$ cat src/rtl/sram_pkg.sv
package sram_pkg;
   typedef enum logic {
      OP_READ  = 1'b0,
      OP_WRITE = 1'b1
   } op_e;
endpackage

$ cat src/rtl/sram_cmd.sv
module sram_cmd
   import sram_pkg::*;
#(
   parameter int ADDR_W  = 8,
   parameter int LANES   = 2,
   parameter int BURST_W = 2
) (
   input  logic              clk,
   input  logic              rst_n,
   input  logic              en,
   input  logic              sleep,
   input  logic              load_n,
   input  logic              rd_wr_n,
   input  logic              selected,
   input  logic [ADDR_W-1:0] addr_i,
   input  logic [LANES-1:0]  lane_we_n,
   output logic              s1_valid,
   output op_e               s1_op,
   output logic [ADDR_W-1:0] s1_addr,
   output logic [LANES-1:0]  s1_mask
);
   localparam int HI_W = ADDR_W - BURST_W;

   logic              burst_act;
   op_e               burst_op;
   logic [ADDR_W-1:0] burst_addr;
   logic [ADDR_W-1:0] beat_addr;
   op_e               load_op;

   // linear wrap inside the burst window
   assign beat_addr = {burst_addr[ADDR_W-1:BURST_W],
                       burst_addr[BURST_W-1:0] + BURST_W'(1)};
   assign load_op   = rd_wr_n ? OP_READ : OP_WRITE;

   always_ff @(posedge clk or negedge rst_n) begin
      if (!rst_n) begin
         burst_act  <= 1'b0;
         burst_op   <= OP_READ;
         burst_addr <= '0;
         s1_valid   <= 1'b0;
         s1_op      <= OP_READ;
         s1_addr    <= '0;
         s1_mask    <= '0;
      end else if (en) begin
         if (sleep) begin
            s1_valid <= 1'b0;
         end else if (!load_n) begin
            burst_act  <= selected;
            burst_op   <= load_op;
            burst_addr <= addr_i;
            s1_valid   <= selected;
            s1_op      <= load_op;
            s1_addr    <= addr_i;
            s1_mask    <= ~lane_we_n;
         end else if (burst_act) begin
            burst_addr <= beat_addr;
            s1_valid   <= 1'b1;
            s1_op      <= burst_op;
            s1_addr    <= beat_addr;
            s1_mask    <= ~lane_we_n;
         end else begin
            s1_valid <= 1'b0;
         end
      end
   end

   AST_BURST_STEP: assert property (@(posedge clk) disable iff (!rst_n)
      (en && !sleep && load_n && burst_act) |=>
         (s1_addr[BURST_W-1:0] == $past(s1_addr[BURST_W-1:0]) + BURST_W'(1)) &&
         (s1_addr[ADDR_W-1:BURST_W] == $past(s1_addr[ADDR_W-1:BURST_W])))
      else $error("burst beat address wrong");

   AST_DIR_KEPT: assert property (@(posedge clk) disable iff (!rst_n)
      (en && !sleep && load_n && burst_act) |=> (s1_valid && s1_op == $past(s1_op)))
      else $error("burst changed direction");

   AST_DESEL_NO_ACCESS: assert property (@(posedge clk) disable iff (!rst_n)
      (en && !sleep && !load_n && !selected) |=> !s1_valid)
      else $error("deselected load started an access");

   AST_SLEEP_NO_ACCESS: assert property (@(posedge clk) disable iff (!rst_n)
      sleep |=> !s1_valid)
      else $error("access started during sleep");

   logic unused_hi;
   assign unused_hi = (HI_W < 0);
endmodule

$ cat src/rtl/sram_pipe.sv
module sram_pipe
   import sram_pkg::*;
#(
   parameter int ADDR_W = 8,
   parameter int LANES  = 2
) (
   input  logic              clk,
   input  logic              rst_n,
   input  logic              en,
   input  logic              s1_valid,
   input  op_e               s1_op,
   input  logic [ADDR_W-1:0] s1_addr,
   input  logic [LANES-1:0]  s1_mask,
   output logic              mem_we,
   output logic              mem_re,
   output logic [ADDR_W-1:0] mem_addr,
   output logic [LANES-1:0]  mem_mask,
   output logic              dq_oe
);
   logic              s2_valid;
   op_e               s2_op;
   logic [ADDR_W-1:0] s2_addr;
   logic [LANES-1:0]  s2_mask;

   always_ff @(posedge clk or negedge rst_n) begin
      if (!rst_n) begin
         s2_valid <= 1'b0;
         s2_op    <= OP_READ;
         s2_addr  <= '0;
         s2_mask  <= '0;
         dq_oe    <= 1'b0;
      end else if (en) begin
         s2_valid <= s1_valid;
         s2_op    <= s1_op;
         s2_addr  <= s1_addr;
         s2_mask  <= s1_mask;
         dq_oe    <= s2_valid && (s2_op == OP_READ);
      end
   end

   // both directions complete in the same slot: no turnaround gap
   assign mem_we   = en && s2_valid && (s2_op == OP_WRITE);
   assign mem_re   = en && s2_valid && (s2_op == OP_READ);
   assign mem_addr = s2_addr;
   assign mem_mask = s2_mask;

   AST_OE_AFTER_RESET: assert property (@(posedge clk) disable iff (!rst_n)
      $rose(rst_n) |-> !dq_oe)
      else $error("bus driven right after reset");

   AST_OE_ONLY_READ: assert property (@(posedge clk) disable iff (!rst_n)
      (en && !(s2_valid && s2_op == OP_READ)) |=> !dq_oe)
      else $error("bus driven without a read");
endmodule

$ cat src/rtl/sram_array.sv
module sram_array #(
   parameter int ADDR_W = 8,
   parameter int LANES  = 2,
   parameter int LANE_W = 9
) (
   input  logic                    clk,
   input  logic                    rst_n,
   input  logic                    we,
   input  logic                    re,
   input  logic [ADDR_W-1:0]       addr,
   input  logic [LANES-1:0]        mask,
   input  logic [LANES*LANE_W-1:0] wdata,
   output logic [LANES*LANE_W-1:0] rdata
);
   localparam int DEPTH = 1 << ADDR_W;

   for (genvar g = 0; g < LANES; g++) begin : g_lane
      logic [LANE_W-1:0] store [DEPTH];
      logic [LANE_W-1:0] lane_q;

      always_ff @(posedge clk) begin
         if (we && mask[g]) store[addr] <= wdata[g*LANE_W +: LANE_W];
      end

      always_ff @(posedge clk or negedge rst_n) begin
         if (!rst_n)  lane_q <= '0;
         else if (re) lane_q <= store[addr];
      end

      assign rdata[g*LANE_W +: LANE_W] = lane_q;
   end

   always_comb begin
      AST_PORT_EXCLUSIVE: assert (!(we && re)) else $error("read and write in one slot");
   end
endmodule

$ cat src/rtl/pipe_sram.sv
module pipe_sram
   import sram_pkg::*;
#(
   parameter int ADDR_W  = 8,
   parameter int LANES   = 2,
   parameter int LANE_W  = 9,
   parameter int BURST_W = 2
) (
   input  logic                    clk,
   input  logic                    rst_n,
   input  logic                    clk_en_n,
   input  logic                    adv_ld_n,
   input  logic                    rd_wr_n,
   input  logic                    sel_a_n,
   input  logic                    sel_b_n,
   input  logic                    sel_c,
   input  logic [ADDR_W-1:0]       addr,
   input  logic [LANES-1:0]        lane_we_n,
   input  logic                    sleep,
   input  logic [LANES*LANE_W-1:0] dq_i,
   output logic [LANES*LANE_W-1:0] dq_o,
   output logic                    dq_oe
);
   initial begin
      assert (ADDR_W > BURST_W) else $error("ADDR_W must exceed BURST_W");
      assert (BURST_W >= 1)     else $error("BURST_W must be at least 1");
      assert (LANES >= 1)       else $error("LANES must be at least 1");
      assert (LANE_W >= 1)      else $error("LANE_W must be at least 1");
   end

   logic              en;
   logic              selected;
   logic              s1_valid;
   op_e               s1_op;
   logic [ADDR_W-1:0] s1_addr;
   logic [LANES-1:0]  s1_mask;
   logic              mem_we;
   logic              mem_re;
   logic [ADDR_W-1:0] mem_addr;
   logic [LANES-1:0]  mem_mask;

   // sleep overrides the clock enable so in-flight work drains
   assign en       = sleep || !clk_en_n;
   assign selected = !sel_a_n && !sel_b_n && sel_c;

   sram_cmd #(.ADDR_W(ADDR_W), .LANES(LANES), .BURST_W(BURST_W)) u_cmd (
      .clk       (clk),
      .rst_n     (rst_n),
      .en        (en),
      .sleep     (sleep),
      .load_n    (adv_ld_n),
      .rd_wr_n   (rd_wr_n),
      .selected  (selected),
      .addr_i    (addr),
      .lane_we_n (lane_we_n),
      .s1_valid  (s1_valid),
      .s1_op     (s1_op),
      .s1_addr   (s1_addr),
      .s1_mask   (s1_mask)
   );

   sram_pipe #(.ADDR_W(ADDR_W), .LANES(LANES)) u_pipe (
      .clk      (clk),
      .rst_n    (rst_n),
      .en       (en),
      .s1_valid (s1_valid),
      .s1_op    (s1_op),
      .s1_addr  (s1_addr),
      .s1_mask  (s1_mask),
      .mem_we   (mem_we),
      .mem_re   (mem_re),
      .mem_addr (mem_addr),
      .mem_mask (mem_mask),
      .dq_oe    (dq_oe)
   );

   sram_array #(.ADDR_W(ADDR_W), .LANES(LANES), .LANE_W(LANE_W)) u_array (
      .clk   (clk),
      .rst_n (rst_n),
      .we    (mem_we),
      .re    (mem_re),
      .addr  (mem_addr),
      .mask  (mem_mask),
      .wdata (dq_i),
      .rdata (dq_o)
   );

   AST_STALL_HOLD: assert property (@(posedge clk) disable iff (!rst_n)
      (!sleep && clk_en_n) |=> ($stable(dq_o) && $stable(dq_oe)))
      else $error("outputs moved on a stalled edge");
endmodule

$ cat config.mk
export PLATFORM = sky130hd
export DESIGN_NAME = pipe_sram
export DESIGN_NICKNAME = d
export VERILOG_FILES = /design/src/rtl/sram_pkg.sv /design/src/rtl/sram_cmd.sv /design/src/rtl/sram_pipe.sv /design/src/rtl/sram_array.sv /design/src/rtl/pipe_sram.sv
export SDC_FILE = /design/constraint.sdc
export NUM_CORES = 2
export LEC_CHECK = 0
export BUFFER_PORTS_ARGS = -buffer_cell sky130_fd_sc_hd__clkbuf_2
export CORE_MARGIN = 5
export CORE_UTILIZATION = 60
export DETAILED_ROUTE_END_ITERATION = 8
export PLACE_DENSITY = 0.76
export SETUP_SLACK_MARGIN = 0.1
export SYNTH_ARGS = -nofsm -noshare
export SYNTH_HDL_FRONTEND = slang
export SYNTH_HIERARCHICAL = 1
export SYNTH_MEMORY_MAX_BITS = 65536
export SYNTH_SLANG_ARGS = --single-unit
$ cat constraint.sdc
create_clock -name clk -period 3.4 [get_ports clk]
set_input_delay 0.68 -clock clk [delete_from_list [all_inputs] [get_ports clk]]
set_output_delay 0.68 -clock clk [all_outputs]
set_load 0.02 [all_outputs]
Word level (Yosys, flattened, before mapping) --
Memory sizes are Yosys's and may differ from the RTL's. A register that Yosys moved wholly into a read port is not among the register bits. Cells that the tools add are included.
Word-level totals: register bits after elaboration 35, memory bits (writable) 4608, bits of input ports 37, output and inout bits 19, word-level logic and storage cells 53, memories 2
Cells by class: $add $sub $neg 1, eq/ne operators 1, mux-type cells 16, bitwise operators 4, reductions and logical operators 16
Memories:
- u_array.g_lane[0].store | depth 256, width 9, rd ports 1, clocked after Yosys merged registers in 1, wr ports 1, RTL line sram_array.sv:18 | logic [LANE_W-1:0] store [DEPTH];
- u_array.g_lane[1].store | depth 256, width 9, rd ports 1, clocked after Yosys merged registers in 1, wr ports 1, RTL line sram_array.sv:18
Operators with widths (number):
- $mux 8 | 3
- $mux 1 | 10
- $logic_and 1x1->1 | 8
- $mux 2 | 3
- $reduce_and 3->1 | 2
- $logic_not 1->1 | 5
- $not 1->1 | 3
- $add 2x1->2 const B | 1
- $ne 2x1->1 const B | 1
- $not 2->2 | 1
- $logic_or 1x1->1 | 1

Logic depth before layout (Yosys ltp) --
depth after elaboration 7, depth in mapped cells 14, depth with buffers taken out 7

By module --
Netlist, hierarchy kept.
Modules (own cells, without submodules):
- sram_array | times used 1, cells each 8281, area an instance 178902.8 um^2, sequential area each 138823.1 um^2
- sram_cmd | times used 1, cells each 75, area an instance 892.1 um^2, sequential area each 500.5 um^2
- sram_pipe | times used 1, cells each 32, area an instance 543.0 um^2, sequential area each 325.3 um^2
- pipe_sram | times used 1, cells each 2, area an instance 18.8 um^2, sequential area each 0.0 um^2

Worst setup path before layout --
No wires, ideal clock.
path kind input to register, start in sleep, end mem u_array.g_lane[0].store[102][0] (enable), setup time 0.374 ns, data arrival time 2.558 ns, data required time 3.026 ns, path slack 0.468 ns, stages on the path 9, buffers on the path 4, cell sequence nand2b_1 buf_6 buf_12 and3_2 and2_1 clkbuf_1 nand3_1 clkbuf_1 nor2_1
Between the ends: cells in the longest elaborated chain, start to end 6
RTL lines:
- from (decl) | RTL line pipe_sram.sv:19 | input logic sleep,
- $logic_or 1x1->1 | RTL line pipe_sram.sv:43 | assign en = sleep || !clk_en_n;
- $logic_and 1x1->1 (2 in series) | RTL line sram_pipe.sv:42 | assign mem_we = en && s2_valid && (s2_op == OP_WRITE);
- net mem_we | RTL line pipe_sram.sv:37 | logic mem_we;
- $logic_and 1x1->1 | RTL line sram_array.sv:22 | if (we && mask[g]) store[addr] <= wdata[g*LANE_W +: LANE_W];
- $mux 1 | RTL line sram_array.sv:22
- $mux 1 (implied by the code) | RTL line sram_array.sv:22
- to (decl) | RTL line sram_array.sv:18
The timed path passes the listed nets, and every way through them passes these cells.

==> summary.txt <==
Setup path
  – Worst R2R Path Depth: 9
  – Critical-path top delay cell: dfrtp_4
  – Slowest stage delay, CP: 0.66 ns
  – Crit path max fanout: 16
  – CP required: about 4.3 ns
  – CP cell instances: buf_4, nor2b_4, buf_4, buf_4, nand3_1, nand3_1, nand3_1, nand3_1, o211ai_1
  – Critical Path AT: about 4.3 ns
  – Worst setup EP type: flip-flop
  – Worst Setup Start Kind: flip-flop
  – Reg2reg setup slack: -0.02 ns
  – Most common cell on crit path: nand3_1
  – Crit path kind: reg2reg
  – Reg2Reg Launch Point: u_pipe/mem_addr[2]
  – Reg2reg end: u_array/g_lane[0].lane_q[5]

Place
  – DP HPWL: about 320000 um
  – Dpl ws: -0.7836 ns
  – Placer Congestion: 0.9055
  – Number of I/O port buffers: between 50 and 60

Timing
  – Slew @ Worst Pin: 1.530 ns
  – Fin Clk Skew: slightly below 0.07 ns
  – Slew HR: -0.02383
  – Final setup violation count: 1
  – RSZ-0062 raised after global routing: yes
  – Post-route clock period utilization: 1.007
  – Fmax: approximately 300 MHz
  – Final Slew Violations: 8
  – Final Hold Vio Count: 0
  – TNS Setup: -0.02344 ns
  – Post-route minimum period: roughly 3.4 ns
  – Worst setup margin: -0.02344 ns

Logic synthesis
  – Post-synthesis sequential area ratio: 0.7743
  – Post-synth cell types: 68
  – Top_reg_cell synth: edfxtp_1
  – Post-synth top cells: edfxtp_1, mux4_2, nor2_1
  – Synth warn: 6
  – Syn Inst Count: 8390
  – Mapped Area: 180400 sq um
  – Synthesized Nets: between 8000 and 9000
  – Largest cells by area after synthesis: edfxtp_1, mux4_2, mux2i_1, nor2_1, dfrtp_1
  – Async S/R FF share, synth: 0.01095
  – Largest area contributor in the netlist: edfxtp_1
  – Synth Area per Inst: about 21 sq um
  – Yosys reg bits: ~4700
  – Post-synth EDFFs: about 4600
  – Area share of the largest cell type after synthesis: 0.7672
  – Top-count cell post-synth: edfxtp_1

Power
  – Leakage power figure: ~0.07 uW
  – Pint: around 110000 uW
  – Psw: roughly 44000 uW
  – Clock power frac: 0.324
  – Sw Ratio: 0.2899
  – Sequential power share: 0.418
  – Combinational share of power: 0.258
  – Power Density: just over 700 nW/um^2
  – Peak supply drop: ~0.00053 V

Hold path
  – Min-delay src: addr[1]
  – Worst Hold Path EP: u_cmd/s1_addr[1]
  – Hold Crit Class: in2reg
  – Cells on Worst Hold Path: 3

Flow run
  – MaxCap Viol Count: 1

Outcome
  – Failing checks: capacitance limit, slew limit, setup timing
  – Status: finished, violations left

Cells and area
  – Layout cell share with drive strength beyond 1: 0.3233
  – Area Overhead vs Synth: 16.55%
  – Layout Utilization: 0.7018
  – Layout Nets: just under 10000

Routing
  – ANT nets after route: 0
  – Avg Vias per Cell: 6.985
  – Post-Route M1 WL: 168000 um
  – WL met3: between 70000 and 80000 um
  – WL/cell: ~37 um
  – DRC viols: 0
  – Drt initial violations: approximately 16000
  – Via count: 97557
  – First-pass DRT Iterations: 7
  – Highest routed layer: met5
  – Routed wire length: 515100 um
  – Routed wl met2: between 200000 and 250000 um

Floorplan
  – Rows: around 200
  – Io pins: 56
  – Initial core utilization: 0.6021
  – Die height: between 500 and 600 um
  – Core footprint: ~300000 sq um
  – Die span in x: 558.3 um
  – Die area: ~310000 sq um

Clock network
  – Clock tree buffer depth: 4
  – CTS H-tree depth: 5
  – Root Buffer: clkbuf_16
  – Clk sinks: 4659
  – CTS tree: done
  – CTS Buf Count: roughly 440
  – Clock-pin slew on the worst setup and hold paths: around 0.060 ns
  – Clock Latency Late Sink: 1.00 ns

GRT
  – Largest net degree at the start of global routing: 116
  – Initial antenna violation count: 25
  – Grt ovf: 0
  – Vias in the first global route: 97480
  – GRT Overall Usage: 0.3293
  – Global-route wire length before repair: 724300 um
==> registers in the layout (all words and copies together), names as in the netlist <==
register               flops
u_cmd/s1_valid             1
u_cmd/s1_addr              8
u_pipe/mem_addr            8
u_pipe/s2_valid            1
u_cmd/burst_op             1
u_cmd/burst_act            1
u_cmd/burst_addr           6
u_array/g_lane.lane_q     18
u_cmd/s1_mask              2
u_pipe/mem_mask            2
u_pipe/s2_op               1
u_array/g_lane.store    4608
u_cmd/s1_op                1
u_pipe/dq_oe               1
==> worst max path at each step <==
stage | cells past startpoint | slack, ns | from | end
after floorplan | 9 | 0.47 | sleep | u_array/g_lane[0].store[102][0]
after global placement | 7 | -0.78 | u_pipe/mem_addr[0] | u_array/g_lane[0].lane_q[6]
after detailed placement | 7 | -0.78 | u_pipe/mem_addr[0] | u_array/g_lane[0].lane_q[6]
after CTS | 6 | 0.009 | u_pipe/mem_addr[5] | u_array/g_lane[1].store[36][7]
after global routing | 12 | 0.008 | u_pipe/mem_addr[0] | u_array/g_lane[0].lane_q[0]
final | 9 | -0.02 | u_pipe/mem_addr[2] | u_array/g_lane[0].lane_q[5]
==> cell families after synthesis <==
group	Yosys count	synth area share
AO/OA/AOI/OAI	647	0.02524
buffers and inverters	524	0.01652
flip-flops	4659	0.7743
multiplexers	1478	0.1589
AND/OR/NAND/NOR	1082	0.02504
==> timing repair <==
action,4_1_cts,5_1_grt
hold buffers,13,0
buffers inserted,11,67
pin swaps,5,19
endpoints found under the setup margin,86,160
hold endpoints to repair,39,0
gates cloned,2,9
resized for setup,51,93
==> through the flow <==
stage / cell area [sq um] / cells / hold slack (ns) / total power, uW
after floorplan: 180400 / 8390 / 0.3844 / 85860
after global placement: 193800 / 13033 / 0.4864 / 100900
after detailed placement: 193800 / 13033 / 0.4943 / 101400
after CTS: 208900 / 13878 / 0.06425 / 150900
after global routing: 210200 / 13955 / 0.1110 / 156600
final: 210200 / 13966 / 0.1207 / 152800
==> power by group through the flow <==
stage | sequential, uW | clock, uW | combinational, uW
after detailed placement | 65100 | 0 | 36200
after floorplan | 64700 | 0 | 21100
after global placement | 65100 | 0 | 35800
after global routing | 63800 | 52400 | 40300
after CTS | 63900 | 49800 | 37300
final | 63800 | 49500 | 39400
==> layer usage <==
| metal | global-route usage | up-vias |
|---|---|---|
| li1 | - | 37578 |
| met1 | 0.4389 | 50280 |
| met2 | 0.5054 | 8148 |
| met3 | 0.08896 | 1525 |
| met4 | 0.1764 | 26 |
| met5 | 0 | - |
==> layout by cell type, fill, tap and decap left out, drive strengths merged, types with 23 or more instances in the layout <==
cell type and n:
edfxtp 4608, o21ai 62, buf 1228, bufinv 50, mux2i 316, clkbuf 598, a32oi 80, a31oi 36
o22ai 74, a22oi 136, nand3 85, inv 23, clkinvlp 26, clkinv 191, nand2 286, mux2 62
dfrtp 51, mux4 1100, nor2 589, a21oi 107
==> worst max-delay path, delay by kind of cell (launching register included) <==
kind                   cells  cell delay [ns]
and+or+nand+nor            5             1.60
buffers and inverters      3             0.89
DFF                        1             0.66
AOI/OAI and AO/OA          1             0.12
==> cell type report <==
cell class	count	area [sq um]
inverter	9	65.06
antenna	12	30.03
fill	16733	89320
multi-input combinational	3207	38490
sequential	4659	139700
clock buffer	538	11580
clock inverter	281	2955
tap	3958	4952
timing repair buffer	1302	12460
No activity file was read; power rests on OpenSTA's default activity.
